**src/rtl/lin_tmr_pkg.sv**
```systemverilog
package lin_tmr_pkg;
  // control/status bit positions (LSB-0)
  localparam int F_EN   = 8;
  localparam int F_IOT  = 9;
  localparam int F_MODE = 10;
  localparam int F_OCF  = 11;

  typedef enum logic {
    MODE_LIN = 1'b0,
    MODE_OC  = 1'b1
  } tmr_mode_e;
endpackage

```
**src/rtl/lin_tmr_cfg.sv**
```systemverilog
module lin_tmr_cfg
  import lin_tmr_pkg::*;
#(
  parameter int CNT_W = 8
) (
  input  logic             clk,
  input  logic             rst_n,
  input  logic             wr_ctrl,
  input  logic             wr_cmp,
  input  logic [31:0]      wdata,
  input  logic             init_mode,
  input  logic             lin_state_init,
  input  logic             hdr_start,
  input  logic             frame_done,
  output tmr_mode_e        mode_q,
  output logic             iot_q,
  output logic             en_q,
  output logic [CNT_W-1:0] cmp_q,
  output logic             cnt_clr
);
  tmr_mode_e        mode_d;
  logic             iot_d, en_d, hw_ctrl;
  logic [CNT_W-1:0] cmp_d;

  assign hw_ctrl = (mode_q == MODE_LIN) && !lin_state_init;
  assign cnt_clr = hw_ctrl && frame_done;

  always_comb begin
    mode_d = mode_q;
    if (wr_ctrl && init_mode) mode_d = tmr_mode_e'(wdata[F_MODE]);
    iot_d = wr_ctrl ? wdata[F_IOT] : iot_q;
    en_d = en_q;
    if (hw_ctrl) begin
      if (frame_done)     en_d = 1'b0;
      else if (hdr_start) en_d = 1'b1;
    end else if (wr_ctrl) begin
      en_d = wdata[F_EN];
    end
    cmp_d = cmp_q;
    if (wr_cmp && (mode_q == MODE_OC)) cmp_d = wdata[CNT_W-1:0];
  end

  always_ff @(posedge clk or negedge rst_n) begin
    if (!rst_n) begin
      mode_q <= MODE_LIN;
      iot_q  <= 1'b1;
      en_q   <= 1'b0;
      cmp_q  <= '0;
    end else begin
      mode_q <= mode_d;
      iot_q  <= iot_d;
      en_q   <= en_d;
      cmp_q  <= cmp_d;
    end
  end

  // mode is frozen outside initialization
  a_r3_mode_locked: assert property (@(posedge clk) disable iff (!rst_n)
    !init_mode |=> $stable(mode_q));
  // compare value frozen in LIN mode
  a_r8_cmp_locked: assert property (@(posedge clk) disable iff (!rst_n)
    (mode_q == MODE_LIN) |=> $stable(cmp_q));
  // software cannot move enable while hardware owns it
  a_r7_hw_owns_en: assert property (@(posedge clk) disable iff (!rst_n)
    (mode_q == MODE_LIN && !lin_state_init && !hdr_start && !frame_done) |=> $stable(en_q));
  // frame completion stops the counter
  a_r7_done_stops: assert property (@(posedge clk) disable iff (!rst_n)
    (mode_q == MODE_LIN && !lin_state_init && frame_done) |=> !en_q);
endmodule

```
**src/rtl/lin_tmr_count.sv**
```systemverilog
module lin_tmr_count #(
  parameter int CNT_W = 8
) (
  input  logic             clk,
  input  logic             rst_n,
  input  logic             en,
  input  logic             tick,
  input  logic             clr,
  input  logic [CNT_W-1:0] cmp,
  output logic [CNT_W-1:0] cnt_q,
  output logic             match_evt
);
  logic [CNT_W-1:0] cnt_d;
  logic             adv;

  assign adv       = en && tick;
  assign match_evt = adv && (cnt_q == cmp);

  always_comb begin
    cnt_d = cnt_q;
    if (clr)      cnt_d = '0;
    else if (adv) cnt_d = cnt_q + 1'b1;
  end

  always_ff @(posedge clk or negedge rst_n) begin
    if (!rst_n) cnt_q <= '0;
    else        cnt_q <= cnt_d;
  end

  // disabled counter holds
  a_r2_hold: assert property (@(posedge clk) disable iff (!rst_n)
    (!en && !clr) |=> $stable(cnt_q));
  // wrap from all-ones to zero
  a_r2_wrap: assert property (@(posedge clk) disable iff (!rst_n)
    (en && tick && !clr && (&cnt_q)) |=> (cnt_q == '0));
endmodule

```
**src/rtl/lin_timeout_timer.sv**
```systemverilog
module lin_timeout_timer
  import lin_tmr_pkg::*;
#(
  parameter int CNT_W         = 8,
  parameter int DIV_W         = 16,
  parameter int LOW_DIV_LIMIT = 5
) (
  input  logic             clk,
  input  logic             rst_n,
  input  logic             reg_wr_en,
  input  logic             reg_sel,
  input  logic [31:0]      reg_wdata,
  output logic [31:0]      reg_rdata,
  input  logic             init_mode,
  input  logic             lin_state_init,
  input  logic             hdr_start,
  input  logic             frame_done,
  input  logic             bit_tick,
  input  logic [DIV_W-1:0] baud_div,
  output logic             div_low,
  output logic             oc_flag,
  output logic             to_idle
);
  localparam logic [DIV_W-1:0] DIV_LIM = DIV_W'(LOW_DIV_LIMIT);

  tmr_mode_e        mode;
  logic             iot, en, cnt_clr, match_evt;
  logic [CNT_W-1:0] cmp, cnt;
  logic             wr_ctrl, wr_cmp, ocf_clr;
  logic             ocf_d, ocf_q, idle_d, idle_q;

  assign wr_ctrl = reg_wr_en && !reg_sel;
  assign wr_cmp  = reg_wr_en && reg_sel;
  assign ocf_clr = wr_ctrl && reg_wdata[F_OCF];

  lin_tmr_cfg #(.CNT_W(CNT_W)) u_cfg (
    .clk(clk), .rst_n(rst_n), .wr_ctrl(wr_ctrl), .wr_cmp(wr_cmp),
    .wdata(reg_wdata), .init_mode(init_mode), .lin_state_init(lin_state_init),
    .hdr_start(hdr_start), .frame_done(frame_done), .mode_q(mode),
    .iot_q(iot), .en_q(en), .cmp_q(cmp), .cnt_clr(cnt_clr)
  );

  lin_tmr_count #(.CNT_W(CNT_W)) u_cnt (
    .clk(clk), .rst_n(rst_n), .en(en), .tick(bit_tick), .clr(cnt_clr),
    .cmp(cmp), .cnt_q(cnt), .match_evt(match_evt)
  );

  always_comb begin
    ocf_d = ocf_q;
    if (match_evt)    ocf_d = 1'b1;
    else if (ocf_clr) ocf_d = 1'b0;
    idle_d = match_evt && (mode == MODE_LIN) && iot;
  end

  always_ff @(posedge clk or negedge rst_n) begin
    if (!rst_n) begin
      ocf_q  <= 1'b0;
      idle_q <= 1'b0;
    end else begin
      ocf_q  <= ocf_d;
      idle_q <= idle_d;
    end
  end

  assign oc_flag = ocf_q;
  assign to_idle = idle_q;
  assign div_low = (baud_div <= DIV_LIM);

  always_comb begin
    reg_rdata = '0;
    if (reg_sel) begin
      reg_rdata[CNT_W-1:0] = cmp;
    end else begin
      reg_rdata[CNT_W-1:0] = cnt;
      reg_rdata[F_EN]      = en;
      reg_rdata[F_IOT]     = iot;
      reg_rdata[F_MODE]    = mode;
      reg_rdata[F_OCF]     = ocf_q;
    end
  end

  // flag is sticky until a clearing write
  a_r6_sticky: assert property (@(posedge clk) disable iff (!rst_n)
    (oc_flag && !ocf_clr) |=> oc_flag);
  // no idle request in compare mode or with the option off
  a_r4_no_idle: assert property (@(posedge clk) disable iff (!rst_n)
    ((mode == MODE_OC) || !iot) |=> !to_idle);
  // a disabled timer never raises the flag
  a_r5_no_flag_off: assert property (@(posedge clk) disable iff (!rst_n)
    (!en && !oc_flag) |=> !oc_flag);
  // idle request lasts one cycle
  a_r4_pulse: assert property (@(posedge clk) disable iff (!rst_n)
    to_idle |=> !to_idle);
endmodule

```
**config.mk**
```make
export PLATFORM = sky130hd
export DESIGN_NAME = lin_timeout_timer
export DESIGN_NICKNAME = d
export VERILOG_FILES = /design/src/rtl/lin_tmr_pkg.sv /design/src/rtl/lin_tmr_cfg.sv /design/src/rtl/lin_tmr_count.sv /design/src/rtl/lin_timeout_timer.sv
export SDC_FILE = /design/constraint.sdc
export NUM_CORES = 1
export LEC_CHECK = 0
export ABC_AREA = 1
export CORE_AREA = 5 5 62 86
export CTS_CLUSTER_SIZE = 12
export DETAILED_ROUTE_END_ITERATION = 12
export DIE_AREA = 0 0 67 91
export PLACE_DENSITY = 0.72
export RECOVER_POWER = 50
export SYNTH_ARGS = -nofsm -noshare
export SYNTH_HDL_FRONTEND = slang
export SYNTH_SLANG_ARGS = --single-unit
```
**constraint.sdc**
```tcl
create_clock -name clk -period 1.05 [get_ports clk]
set_input_delay 0.21 -clock clk [delete_from_list [all_inputs] [get_ports clk]]
set_output_delay 0.21 -clock clk [all_outputs]
set_load 0.05 [all_outputs]
```
==> results of run 1 <==
-- power breakdown --
group	leakage, uW	internal, uW	switching, uW	total, uW
Clock	0.0000228	271	273	544
Combinational	0.00106	1320	1550	2870
Sequential	0.000253	987	157	1140
Total	0.00133	2580	1980	4560
-- layout by cell type (no fill, tap or decap), drive strengths merged --
master and n:
nor4 1, nand3 11, dfrtp 20, and3 1, inv 25, mux2 1, nand2 51, nor3 3
dlygate4sd2 4, buf 58, ha 1, clkbuf 5, conb 20, o21ai 14, clkdlybuf4s15 9, nor2 31
clkdlybuf4s50 17, dfstp 1, a21oi 11, a31oi 2, nand4 2, bufbuf 1, xnor2 1, dlygate4sd3 1
-- through the flow --
step,setup WS (ns),instances
detailed placement,-0.492,324
global route,-0.274,353
finish,-0.256,353
global placement,-0.473,324
floorplan,-0.0904,220
CTS,-0.252,344
-- state kept, by name, summed over array words and instances, names as in the netlist --
| register | flops |
|---|---|
| u_cfg.cmp_q | 8 |
| u_cfg.iot_q | 1 |
| u_cfg.mode_q | 1 |
| u_cfg.en_q | 1 |
| to_idle | 1 |
| oc_flag | 1 |
| u_cnt.cnt_q | 8 |
-- routing by layer --
| layer | vias up | part of all wire |
|---|---|---|
| met5 | - | 0 |
| met4 | 0 | 0.027 |
| met3 | 13 | 0.065 |
| met2 | 71 | 0.58 |
| met1 | 755 | 0.33 |
| li1 | 775 | - |
-- how the worst min path moves through the flow --
stage / endpoint / slack [ns] / cells after the start
after floorplan: oc_flag$_DFFE_PN0P_ / -0.09 / 0
after global placement: to_idle$_DFF_PN0_ / 0.51 / 2
after detailed placement: to_idle$_DFF_PN0_ / 0.51 / 2
after CTS: u_cnt.cnt_q[5]$_DFFE_PN0P_ / 0.30 / 2
after global routing: u_cfg.mode_q$_DFFE_PN0P_ / 0.53 / 2
final: u_cfg.mode_q$_DFFE_PN0P_ / 0.46 / 2
-- what timing repair did --
action,in CTS,in global routing
pin swaps,18,29
setup buffers,13,10
hold buffers,0,0
gates cloned,3,0
endpoints found under the hold margin,0,0
endpoints found under the setup margin,33,34
resized for setup,70,43
-- final cells by class --
cell class | count | area (um2)
fillers | 356 | 1650
repair buffers | 91 | 1060
multi-input cells | 150 | 1000
flip-flops and latches | 21 | 528
inverters | 25 | 101
well taps | 62 | 77.6
clock buffers | 4 | 45.0
-- critical path, cell delays in order (launching register included) --
cell and delay [ns]:
dfstp_2 0.55, inv_2 0.05, nor2_4 0.09, buf_12 0.14
-- kinds of logic after synthesis --
group,count (synthesis)
xor gates and xnor gates,1
other,1
adders and majority gates,1
DFF,21
buffers and inverters,49
and+or+nand+nor,100
muxes,1
AOI/OAI and AO/OA,27
==> results by group, run 1 <==
Outcome
  – Status: complete, but fails checks
  – Failing checks: negative setup slack

GRT
  – GRT busiest layer: met2
  – Vias in the first global route: 1,652
  – Largest net degree at the start of global routing: 22
  – Met1 usage: 0.152
  – M3 GR Usage: 0.0185
  – First-pass GRT wire length: 7020 um
  – Global route overflow: 0
  – Met2 usage: 0.274
  – Initial antenna violation count: 0
  – GRT Util Overall: 0.147

Critical path
  – Crit path capture type: primary output
  – Worst setup path startpoint: u_cfg.iot_q$_DFFE_PN1P_
  – Worst-path maximum fanout: 2
  – Worst Setup EP: reg_rdata[9]
  – RR Endpoint: u_cnt.cnt_q[4]$_DFFE_PN0P_
  – R2R Setup Slk: -0.17 ns
  – Critical path data arrival time: 1.10 ns
  – R2R Path Start: u_cnt.cnt_q[0]$_DFFE_PN0P_
  – CP required: 0.84 ns
  – R2R depth: 7
  – Worst setup SP type: register
  – Critical path type: reg2out

Synthesis
  – Synth Area in Simple Gates: 0.312
  – Most area-hungry cell type in the Yosys netlist: dfrtp_1
  – Post-synthesis cell count: between 200 and 250
  – Synth async-reset ratio: 1.00
  – Mean Syn Cell Area: 7.06 um2
  – YS warnings: 0
  – Xor/xnor share of the synthesized area: 0.00617
  – Synthesized flop and latch total: 21
  – Top-count cell post-synth: nand2_1
  – Distinct cells, synth: 28
  – Adder-cell area share of the yosys netlist: 0.00882
  – Post-synth EDFFs: 0
  – Part of the Yosys area used for sequential elements: 0.371
  – Yosys top cell area share: 0.353
  – Compound-Gate Fraction of Synth Area: 0.0996
  – Most area-consuming cells after synthesis: dfrtp_1, nand2_1, buf_4
  – Main flop type after synthesis: dfrtp_1
  – Post-synthesis mux area share: 0.00794
  – Post-Syn Area: about 1400 um2
  – Largest family of logic cells by synthesized area: simple AND/OR/NAND/NOR gates
  – Synth cell count leaders: nand2_1, nor2_1, inv_1

Min path
  – Worst Hold Class: in2async

Power and ir drop
  – Maximum vdd drop: 521 uV
  – Overall Power: 4560 uW
  – Static Leak: 0.00133 uW
  – Cell area power density: 1620 nW/um2

Timing
  – Hold WS: 0.464 ns
  – Final period utilization: 1.24
  – RSZ-0062 raised after global routing: yes
  – Fin. Hold Viols: 0
  – Slew Viols, Final: 0
  – Final setup vio count: 34
  – FMAX: between 700 and 800 MHz
  – Post-route worst setup slack: -0.256 ns
  – Worst Max-Slew Pin Slew: 0.549 ns
  – Setup Skew: 0.00339 ns
  – Post-route setup TNS: -4.30 ns
  – Final min period: 1.31 ns
  – Worst rel slew slack: 0.634

Floorplan
  – Initial core utilization: 0.318
  – Die Wd: 67 um
  – Core ar.: 4460 um2
  – Die height: slightly above 90 um
  – IO Pins: 92
  – Row cnt: 29
  – Die ar.: 6100 um2

Detailed routing
  – WL/cell: 13.8 um
  – Final WL: 4860 um
  – # DRC: 0
  – Drt pass-1 iters: 4
  – ANT nets after route: 0
  – Detailed Route Iter0 Violations: 67
  – Via count: 1,614
  – Via/cell ratio: 4.57

Clocking
  – CTS tree: yes
  – CTS Sinks: 21
  – Clock root buffer: clkbuf_8
  – Clk buf depth: 2
  – CTS Buf Count: 3
  – H-Tree Depth: 1
  – Clock Pin Slew Worst Setup and Hold Paths: 0.08 ns
  – Skew-Pair Late Insertion Delay: 0.26 ns

Layout
  – Post-layout util: 0.630
  – Fin nets: 350
  – Synth-to-layout area growth: 98.1%
  – Ant. Diodes: 0
  – Layout cells sized above 1: 0.467
  – Final instance area: 2810 um2

Placement
  – Post-DP Area: 2320 um2
  – Hpwl dp: approximately 3000 um
  – Routability Congestion: about 0.87
  – Port Buffers: 50

Run
  – Max Cap Viol: 0
(Power assumes the default switching activity.)
==> inputs of run 2 (changes only) <==
--- a/config.mk
+++ b/config.mk
@@ -6,12 +6,13 @@
 export NUM_CORES = 1
 export LEC_CHECK = 0
 export ABC_AREA = 1
-export CORE_AREA = 5 5 62 86
+export CORE_AREA = 5 5 63 88
 export CTS_CLUSTER_SIZE = 12
 export DETAILED_ROUTE_END_ITERATION = 12
-export DIE_AREA = 0 0 67 91
+export DIE_AREA = 0 0 68 93
 export PLACE_DENSITY = 0.72
 export RECOVER_POWER = 50
 export SYNTH_ARGS = -nofsm -noshare
 export SYNTH_HDL_FRONTEND = slang
+export SYNTH_HIERARCHICAL = 1
 export SYNTH_SLANG_ARGS = --single-unit
==> run 2 against run 1 <==
  * The run still ends with negative setup slack left
  * Worst setup slack got worse by 0.060 ns
  * Global-route usage rose by 0.33 points
  * Via count rose by 11%
  * Final cell count rose by 12%
  * Power rose by 6.0%
  * Clock skew rose by 0.0051 ns
  * Clock-buffer cell count fell by 1
  * Non-clock buffer count rose by 8
  * Final area rose by 3.1%
  * Clock power rose by 5.3%
  * Critical path type unchanged
  * Largest cell class unchanged
==> results by group, run 2 <==
Synthesis
  – Most area-hungry cell type in the Yosys netlist: dfrtp_1
  – Synth cell count leaders: nand2_1, inv_1, buf_4
  – Synth async-reset ratio: 1.00 (unchanged)
  – Part of the Yosys area used for sequential elements: 0.344 (-0.0270)
  – Largest family of logic cells by synthesized area: simple AND/OR/NAND/NOR gates
  – Distinct cells, synth: 24 (-14%)
  – Top-count cell post-synth: nand2_1
  – Compound-Gate Fraction of Synth Area: 0.0401 (-0.0596)
  – Mean Syn Cell Area: 6.57 um2 (-7.0%)
  – Post-synth EDFFs: 0 (unchanged)
  – Post-synthesis cell count: 233 (+16%)
  – Yosys top cell area share: 0.327 (-0.0257)
  – Most area-consuming cells after synthesis: dfrtp_1, nand2_1, buf_4
  – Adder-cell area share of the yosys netlist: 0.00818 (-0.000642)
  – Xor/xnor share of the synthesized area: 0.0114 (+0.00527)
  – Synth Area in Simple Gates: 0.380 (+0.0680)
  – Post-synthesis mux area share: 0.00736 (-0.000578)
  – YS warnings: 6 (+6)
  – Post-Syn Area: 1530 um2 (+7.8%)
  – Main flop type after synthesis: dfrtp_1
  – Synthesized flop and latch total: 21 (unchanged)

GRT
  – First-pass GRT wire length: 7400 um (+5.3%)
  – Vias in the first global route: 1,745 (+5.6%)
  – Largest net degree at the start of global routing: 22 (unchanged)
  – Global route overflow: 0 (unchanged)
  – GRT Util Overall: 0.150 (+0.00328)
  – Initial antenna violation count: 0 (unchanged)

Timing
  – Post-route worst setup slack: -0.317 ns (-0.0604 ns)
  – Slew Viols, Final: 0 (unchanged)
  – Worst rel slew slack: 0.637 (+0.00271)
  – Final period utilization: 1.30 (+0.0575)
  – Post-route setup TNS: -4.40 ns (-0.103 ns)
  – Worst Max-Slew Pin Slew: 0.545 ns (-0.00407 ns)
  – Final setup vio count: 23 (-32%)
  – FMAX: 732 MHz (-4.4%)
  – Fin. Hold Viols: 0 (unchanged)
  – Hold WS: 0.436 ns (-0.0282 ns)
  – Final min period: 1.37 ns (+0.0604 ns)
  – Setup Skew: 0.00847 ns (+0.00507 ns)
  – RSZ-0062 raised after global routing: yes

Detailed routing
  – Detailed Route Iter0 Violations: 57 (-15%)
  – Via count: 1,789 (+11%)
  – Drt pass-1 iters: 4 (unchanged)
  – # DRC: 0 (unchanged)
  – WL/cell: 13.8 um (+0.41%)
  – Final WL: 5460 um (+12%)
  – ANT nets after route: 0 (unchanged)
  – Via/cell ratio: 4.53 (-0.94%)

Min path
  – Worst Hold Class: in2reg
  – Min-delay src: lin_state_init
  – Endpoint, Worst Hold: u_cfg/en_q$_DFFE_PN0P_
  – Worst hold path stage count: 4

Clocking
  – CTS Sinks: 21 (unchanged)
  – Clk buf depth: 2 (unchanged)
  – Skew-Pair Late Insertion Delay: 0.28 ns (+0.02 ns)
  – Clock root buffer: clkbuf_8
  – CTS Buf Count: 3 (unchanged)
  – Clock Pin Slew Worst Setup and Hold Paths: 0.09 ns (about the same)
  – CTS tree: yes
  – H-Tree Depth: 1 (unchanged)

Power and ir drop
  – Cell area power density: 1670 nW/um2 (+2.8%)
  – Static Leak: 0.00148 uW (+11%)
  – Maximum vdd drop: 1220 uV (+130%)

Layout
  – Sequential Area: 531 um2 (+0.47%)
  – Fin nets: 390 (+11%)
  – Layout cells sized above 1: 0.505 (+0.0372)
  – Final instance area: 2900 um2 (+3.1%)
  – Ant. Diodes: 0 (unchanged)
  – Post-layout util: 0.618 (-0.0121)
  – Filler Cell Count: 368 (+3.4%)
  – Post-route insts no fill: 395 (+12%)
  – Synth-to-layout area growth: 89.4%
  – Top flop regs: u_cfg/cmp_q (8), u_cnt/cnt_q (8)
  – Commonest non-fill, non-tap cell in the layout: nand2_1
  – Most frequent cells in the layout: nand2_1, buf_4, nand2_2, buf_6, conb_1
  – Multi-input gate area: 1040 um2 (+3.6%)

Placement
  – Hpwl dp: 3300 um (+8.6%)
  – Post-DP Area: 2390 um2 (+3.0%)
  – Placed cell count: 367 (+13%)
  – Routability Congestion: 0.796 (-8.0%)
  – Port Buffers: 50 (unchanged)

Critical path
  – CP required: 0.84 ns (about the same)
  – R2R Setup Slk: -0.30 ns (-0.13 ns)
  – CP Cell Sequence: buf_6 > nand2_2 > nand2_2 > buf_12
  – RR Endpoint: to_idle$_DFF_PN0_
  – Crit-path most repeated cell: nand2_2
  – R2R depth: 9 (+2)
  – Crit path capture type: primary output
  – Critical path data arrival time: 1.16 ns (+0.06 ns)
  – Worst setup SP type: register
  – Critical path type: reg2out
  – Worst-path maximum fanout: 4 (+2)
  – R2R Path Start: u_cfg/en_q$_DFFE_PN0P_
  – Slowest CP cell: dfrtp_1
  – Critical Path Max Stage Delay: 0.44 ns (-0.11 ns)

Run
  – Max Cap Viol: 0 (unchanged)

Floorplan
  – Core ar.: 4690 um2 (+5.1%)
  – Initial core utilization: 0.326 (+0.00822)
  – Row cnt: 30 (+3.4%)
  – IO Pins: 92 (unchanged)
  – Die height: 93 um (+2.2%)
  – Die Wd: 68 um (+1.5%)
  – Die ar.: 6320 um2 (+3.7%)

Outcome
  – Status: complete, but fails checks
  – Failing checks: negative setup slack
run 2: worst max path at each step:
| stage | from | end | slack, ns |
|---|---|---|---|
| 6_report | u_cnt/cnt_q[1]$_DFFE_PN0P_ | reg_rdata[1] | -0.32 |
| 5_1_grt | u_cfg/en_q$_DFFE_PN0P_ | to_idle$_DFF_PN0_ | -0.37 |
| 3_3_place_gp | reg_wr_en | u_cfg/iot_q$_DFFE_PN1P_ | -0.47 |
| 4_1_cts | u_cfg/iot_q$_DFFE_PN1P_ | reg_rdata[9] | -0.26 |
| 2_1_floorplan | oc_flag$_DFFE_PN0P_ | reg_rdata[11] | -0.20 |
| 3_5_place_dp | reg_sel | u_cfg/cmp_q[3]$_DFFE_PN0P_ | -0.48 |
run 2: stage by stage:
step / power (uW) / worst slack [ns]
floorplan: 2350 / -0.203
global placement: 3270 / -0.470
detailed placement: 3310 / -0.482
CTS: 4260 / -0.260
global route: 5040 / -0.370
finish: 4830 / -0.317
run 2: final cells by class:
class | count | area share
Clock buffer | 3 | 0.0142
Clock inverter | 1 | 0.00173
Inverter | 34 | 0.0440
Multi-Input combinational cell | 173 | 0.358
Sequential cell | 21 | 0.183
Tap cell | 64 | 0.0276
Timing Repair Buffer | 99 | 0.372
run 2: power breakdown:
part	total, uW	internal (uW)	switching, uW
Clock	573	266	307
Combinational	3070	1480	1590
Sequential	1190	998	190
Total	4830	2740	2090
run 2: repair_timing:
action                     4_1_cts  5_1_grt
setup endpoints to repair       33       29
gates cloned                     0        1
setup buffers                   18        7
resized for setup              111       49
pin swaps                       34       22
hold buffers                     0        0
run 2: routing by layer:
metal	vias up	share of wire	track usage
li1	854	-	-
met1	818	0.33	0.147
met2	100	0.55	0.294
met3	17	0.079	0.0204
met4	0	0.035	0.0680
met5	-	0	0
run 2: cell families (layout without fill, tap and decap cells):
logic type	Yosys count	count (layout)
compound gates	11	11
xor+xnor	2	2
fa+ha+maj	1	1
buf+inv	58	137
flops	21	21
mux	1	1
other cells	1	20
simple gates	138	138
run 2: worst max-delay path, delay by kind of cell, from the launching register on:
| family | cells | cell delay [ns] |
|---|---|---|
| buffers and inverters | 2 | 0.30 |
| flip-flops | 1 | 0.44 |
| AND/OR/NAND/NOR | 2 | 0.14 |
==> inputs of run 3 (changes only) <==
--- a/config.mk
+++ b/config.mk
@@ -16,3 +16,4 @@
 export SYNTH_HDL_FRONTEND = slang
 export SYNTH_HIERARCHICAL = 1
 export SYNTH_SLANG_ARGS = --single-unit
+export TNS_END_PERCENT = 100
==> results of run 3 <==
The final DEF is identical to that of run 2; final timing and power are the same.
